File: config.mk
export PLATFORM = sky130hd
export DESIGN_NAME = elapsed_alarm_timer
export DESIGN_NICKNAME = d
export VERILOG_FILES = /design/src/rtl/etc_pkg.sv /design/src/rtl/etc_decode.sv /design/src/rtl/etc_counter.sv /design/src/rtl/etc_compare.sv /design/src/rtl/etc_status.sv /design/src/rtl/elapsed_alarm_timer.sv
export SDC_FILE = /design/constraint.sdc
export NUM_CORES = 1
export LEC_CHECK = 0
export ABC_AREA = 1
export BUFFER_PORTS_ARGS = -buffer_cell sky130_fd_sc_hd__buf_2
export CELL_PAD_IN_SITES_DETAIL_PLACEMENT = 0
export CELL_PAD_IN_SITES_GLOBAL_PLACEMENT = 1
export CORE_MARGIN = 10
export CORE_UTILIZATION = 43
export CTS_BUF_LIST = sky130_fd_sc_hd__clkbuf_8 sky130_fd_sc_hd__clkbuf_16
export DETAILED_ROUTE_END_ITERATION = 7
export HOLD_SLACK_MARGIN = 0.15
export PLACE_DENSITY_LB_ADDON = 0.1
export SYNTH_ARGS = -nofsm -noshare
export SYNTH_HDL_FRONTEND = slang
export SYNTH_HIERARCHICAL = 1
export SYNTH_SLANG_ARGS = --single-unit
File: constraint.sdc
create_clock -name clk -period 2.3 [get_ports clk]
set_input_delay 0.46 -clock clk [delete_from_list [all_inputs] [get_ports clk]]
set_output_delay 0.46 -clock clk [all_outputs]
set_load 0.005 [all_outputs]
File: src/rtl/etc_pkg.sv
package etc_pkg;
  localparam int unsigned ADDR_W    = 5;
  localparam int unsigned ALARM_BIT = 0;

  typedef enum logic [1:0] {
    RG_CNT  = 2'd0,
    RG_CMP  = 2'd1,
    RG_STAT = 2'd2,
    RG_NONE = 2'd3
  } region_e;
endpackage

File: src/rtl/etc_decode.sv
module etc_decode
  import etc_pkg::*;
#(
  parameter int unsigned NWORD = 3,
  parameter int unsigned IDX_W = 2
) (
  input  logic [ADDR_W-1:0] addr,
  output region_e           region,
  output logic [IDX_W-1:0]  word
);
  logic in_range;

  always_comb begin
    word     = IDX_W'(addr[ADDR_W-2:1]);
    in_range = int'(addr[2:1]) < int'(NWORD);
    if (addr[4:3] == 2'b00 && in_range)      region = RG_CNT;
    else if (addr[4:3] == 2'b01 && in_range) region = RG_CMP;
    else if (addr[4:1] == 4'hF)              region = RG_STAT;
    else                                     region = RG_NONE;
  end
endmodule

File: src/rtl/etc_counter.sv
module etc_counter #(
  parameter int unsigned CNT_W  = 48,
  parameter int unsigned WORD_W = 16,
  localparam int unsigned NWORD = CNT_W / WORD_W,
  localparam int unsigned IDX_W = (NWORD > 1) ? $clog2(NWORD) : 1
) (
  input  logic              clk,
  input  logic              rst_n,
  input  logic              tick,
  input  logic              wr_en,
  input  logic [IDX_W-1:0]  wr_word,
  input  logic [WORD_W-1:0] wr_data,
  output logic [CNT_W-1:0]  count,
  output logic              changed
);
  logic [CNT_W-1:0] nxt;

  always_comb begin
    nxt = count;
    if (wr_en) begin
      for (int w = 0; w < int'(NWORD); w++)
        if (wr_word == IDX_W'(w)) nxt[w*WORD_W +: WORD_W] = wr_data;
    end else if (tick) begin
      nxt = count + CNT_W'(1);
    end
  end

  always_ff @(posedge clk) begin
    if (!rst_n) begin
      count   <= '0;
      changed <= 1'b0;
    end else begin
      count   <= nxt;
      changed <= wr_en | tick;
    end
  end
endmodule

File: src/rtl/etc_compare.sv
module etc_compare #(
  parameter int unsigned CNT_W  = 48,
  parameter int unsigned WORD_W = 16,
  localparam int unsigned NWORD = CNT_W / WORD_W,
  localparam int unsigned IDX_W = (NWORD > 1) ? $clog2(NWORD) : 1
) (
  input  logic              clk,
  input  logic              rst_n,
  input  logic              wr_en,
  input  logic [IDX_W-1:0]  wr_word,
  input  logic [WORD_W-1:0] wr_data,
  input  logic [CNT_W-1:0]  count,
  input  logic              cnt_changed,
  output logic [CNT_W-1:0]  cmp,
  output logic              hit
);
  genvar g;
  generate
    for (g = 0; g < NWORD; g++) begin : g_word
      always_ff @(posedge clk) begin
        if (!rst_n)
          cmp[g*WORD_W +: WORD_W] <= '0;
        else if (wr_en && wr_word == IDX_W'(g))
          cmp[g*WORD_W +: WORD_W] <= wr_data;
      end
    end
  endgenerate

  assign hit = cnt_changed && (count == cmp);
endmodule

File: src/rtl/etc_status.sv
module etc_status #(
  parameter int unsigned STAT_W = 4
) (
  input  logic              clk,
  input  logic              rst_n,
  input  logic [STAT_W-1:0] set_vec,
  input  logic [STAT_W-1:0] clr_vec,
  input  logic [STAT_W-1:0] en_vec,
  output logic [STAT_W-1:0] flags,
  output logic              irq
);
  always_ff @(posedge clk) begin
    if (!rst_n) flags <= '0;
    else        flags <= set_vec | (flags & ~clr_vec);
  end

  assign irq = |(flags & en_vec);
endmodule

File: src/rtl/elapsed_alarm_timer.sv
module elapsed_alarm_timer
  import etc_pkg::*;
#(
  parameter int unsigned CNT_W  = 48,
  parameter int unsigned WORD_W = 16,
  parameter int unsigned STAT_W = 4
) (
  input  logic              clk,
  input  logic              rst_n,
  input  logic              tick,
  input  logic              req_valid,
  output logic              req_ready,
  input  logic              req_write,
  input  logic [ADDR_W-1:0] req_addr,
  input  logic [WORD_W-1:0] req_wdata,
  output logic              rsp_valid,
  input  logic              rsp_ready,
  output logic [WORD_W-1:0] rsp_rdata,
  input  logic [STAT_W-1:0] irq_en,
  output logic              irq
);
  localparam int unsigned NWORD = CNT_W / WORD_W;
  localparam int unsigned IDX_W = (NWORD > 1) ? $clog2(NWORD) : 1;

  region_e            region;
  logic [IDX_W-1:0]   word;
  logic               accept, cnt_wr, cmp_wr;
  logic [CNT_W-1:0]   count_q, cmp_q;
  logic               cnt_changed, alarm_hit;
  logic [STAT_W-1:0]  flags, set_vec, clr_vec;
  logic [WORD_W-1:0]  rd_mux;

  assign req_ready = !rsp_valid || rsp_ready;
  assign accept    = req_valid && req_ready;
  assign cnt_wr    = accept && req_write && region == RG_CNT;
  assign cmp_wr    = accept && req_write && region == RG_CMP;

  etc_decode #(.NWORD(NWORD), .IDX_W(IDX_W)) u_dec (
    .addr(req_addr), .region(region), .word(word)
  );

  etc_counter #(.CNT_W(CNT_W), .WORD_W(WORD_W)) u_cnt (
    .clk(clk), .rst_n(rst_n), .tick(tick), .wr_en(cnt_wr), .wr_word(word),
    .wr_data(req_wdata), .count(count_q), .changed(cnt_changed)
  );

  etc_compare #(.CNT_W(CNT_W), .WORD_W(WORD_W)) u_cmp (
    .clk(clk), .rst_n(rst_n), .wr_en(cmp_wr), .wr_word(word),
    .wr_data(req_wdata), .count(count_q), .cnt_changed(cnt_changed),
    .cmp(cmp_q), .hit(alarm_hit)
  );

  always_comb begin
    set_vec            = '0;
    set_vec[ALARM_BIT] = alarm_hit;
    clr_vec = (accept && req_write && region == RG_STAT) ? req_wdata[STAT_W-1:0] : '0;
  end

  etc_status #(.STAT_W(STAT_W)) u_stat (
    .clk(clk), .rst_n(rst_n), .set_vec(set_vec), .clr_vec(clr_vec),
    .en_vec(irq_en), .flags(flags), .irq(irq)
  );

  always_comb begin
    rd_mux = '0;
    case (region)
      RG_CNT:
        for (int w = 0; w < int'(NWORD); w++)
          if (word == IDX_W'(w)) rd_mux = count_q[w*WORD_W +: WORD_W];
      RG_CMP:
        for (int w = 0; w < int'(NWORD); w++)
          if (word == IDX_W'(w)) rd_mux = cmp_q[w*WORD_W +: WORD_W];
      RG_STAT: rd_mux = WORD_W'(flags);
      default: rd_mux = '0;
    endcase
  end

  always_ff @(posedge clk) begin
    if (!rst_n) begin
      rsp_valid <= 1'b0;
      rsp_rdata <= '0;
    end else if (accept && !req_write) begin
      rsp_valid <= 1'b1;
      rsp_rdata <= rd_mux;
    end else if (rsp_ready) begin
      rsp_valid <= 1'b0;
    end
  end
endmodule

==> out/metrics.cfg <==
[outcome]
outcome=finished clean

[global_routing]
grtUsageTotal_pct=23.7
grt_pass1_wl_um=44900
grt_overflow=0
antenna_found_initial=0
grt_pass1_vias=7712
grt_max_degree=42

[routing]
drtPass1Iterations=5
drt_iter0_markers=805
drc=0
wl_per_cell_um=17.9
wirelength_um=29000
vias_per_cell=5.27
vias=8566
ant_nets=0

[synth]
synth_compound_area_share_pct=17.4
yosys_warnings=6
syn_inst=1305
synthMuxAreaShare_pct=0
syn-cell-area_um2=7910
synth_top_area_share_pct=29.8
synth_edf_count=0
synthXorXnorAreaFrac_pct=1.55
synth_cell_types=40
yosys.area_share.adder_pct=0.158
synth_area_leaders=dfxtp_1, nand2_1, nor2_1
synth_top_cell_by_area=dfxtp_1
ys.flop_type=dfxtp_1
async_reset_ff_share_pct=0
synthSimpleGateAreaFrac_pct=39.7
synth_top_family_by_area=simple AND/OR/NAND/NOR gates
ys_ff_latch=118
avgSynthCellArea_um2=6.06
synth-seq-area-share_pct=29.8

[sta]
timing.final.crit_share_pct=90.8
fmax_mhz=479
skew_ps=9.40
period_needed_ps=2090
tightest_slew_ps=501
slew_headroom_pct=66.5
drv_slew=0
whs_ps=354
finalHoldViolations=0
rsz0062_at_grt=no
setup_viol=0

[clock_tree]
cts_sinks=118
cts_tree=yes
hold_buffers=0
cts_resized=0
clock_path_buffers=2
h-tree-depth=4
clkTransAtPathRegs_ps=60
root_buffer=clkbuf_16
clock_latency_ps=430
cts_buffers=17
postCtsSetupRepairBufs=0

[critical_path]
crit_path_end_kind=flop
cp-start-kind=flop
cp.required_ps=2620
worst-setup-path-type=flop to flop
arrival_ps=2410
reg2reg_slack_ps=210
critPathMaxFanout=17

[power_and_ir_drop]
p_clk_share_pct=48.3
p_switching_w=0.00167
seqPwrFrac_pct=38.5
p_total_w=0.00589
peakVddDrop_v=0.000471
p_comb_share_pct=13.2
swShare_pct=28.4
p_leak_nw=4.01
power_density_nw_per_um2=632
p_int_w=0.00422

[finish]
antenna_cells=0
syn2layout_area_growth_pct=17.7
final_nets=1414
final_common_cell=nand2_1
final_cell_mix=nand2_1, nor2_1, inv_1
drive_gt1_share_pct=14.2

[placed_design]
place.port_buffers=48
hpwlAfterDp_um=21700
gp_congestion=0.928

[floorplanning]
dieArea_um2=24200
core_area_um2=18000
die_y_um=156
fp.dieW_um=156
start_util_pct=43.9
io_pins=50
num_rows=49

[hold_path]
hold_class=primary input to flop

[job]
drv_cap=0

[sequential cells by signal, summed over array words and instances (netlist names)]
signal / count
u_cmp/cmp: 48
u_cnt/count: 48
rsp_rdata: 16
u_stat/flags: 4
rsp_valid: 1
u_cnt/changed: 1
[synth_stat cells, types with 2 or more instances]
master,instances
a21oi_1,93
a21oi_2,2
a31oi_1,16
and2_1,3
buf_1,2
buf_2,17
buf_4,6
buf_6,13
clkbuf_1,12
dfxtp_1,118
inv_1,141
inv_2,8
nand2_1,386
nand2_2,10
nand2_4,2
nand3_1,108
nand3_2,2
nand3_4,3
nand4_1,20
nor2_1,153
nor2_2,8
nor2_4,8
nor2_8,4
o21a_1,6
o21ai_0,87
o21ai_1,40
o21ai_2,6
o31ai_4,2
or2_2,6
xnor2_1,3
xor2_1,11
[final timing paths]
kind	from	to	depth (start not counted)
hold reg to reg	rsp_rdata[3]	rsp_rdata[3]	2
setup reg to reg	rsp_valid	u_cnt/count[29]	13
hold / removal	req_wdata[15]	u_cmp/cmp[47]	3
setup / recovery	rsp_valid	u_cnt/count[29]	13
[per-layer routing]
layer  track usage, %  routed length, um  vias to the layer above
li1                 -                  -                     4348
met1             33.4              13700                     3900
met2             36.6              13000                      289
met3             3.34               1780                       29
met4             6.60                537                        0
met5                0                  0                        -
[final cells by class]
class	count	area [um2]
inverter	150	563
clock buffer	17	425
tap	229	287
timing repair buffer	107	823
multi-input combinational	988	4670
clock inverter	15	190
sequential	118	2360
fill	1901	8710
[cells by family after synthesis]
| group | Yosys count |
|---|---|
| simple gates | 716 |
| other cells | 1 |
| compound gates | 254 |
| xor+xnor | 14 |
| buf+inv | 201 |
| fa+ha+maj | 1 |
| flops | 118 |
[power by group through the flow]
stage | registers [W] | logic [W] | clock network, W
floorplan | 0.00226 | 0.000470 | 0
global placement | 0.00231 | 0.000762 | 0
detailed placement | 0.00231 | 0.000770 | 0
CTS | 0.00226 | 0.000773 | 0.00287
global route | 0.00227 | 0.000868 | 0.00296
finish | 0.00226 | 0.000779 | 0.00284
[critical path, stage by stage (launching register included)]
cell and delay (ps):
dfxtp_1 310, nand2_1 110, nand2_1 60, nor2_1 80, buf_4 150, inv_1 70
nor3_2 120, buf_4 160, inv_2 70, o31ai_4 300, buf_4 280, nand2_1 80
o21ai_1 120, nor2_1 50
[through the flow]
stage               util, %  cell area, um2  worst slack, ps  cells  setup TNS, ps
floorplan                 -            7920              343   1307              0
global placement       48.3            8700            -4.54   1592          -4.54
detailed placement     48.3            8700            -21.6   1592          -21.6
CTS                    51.7            9320              220   1624              0
global route           51.7            9320             25.5   1624              0
finish                 51.7            9320              211   1624              0
Power figures use the tool's default switching activity.
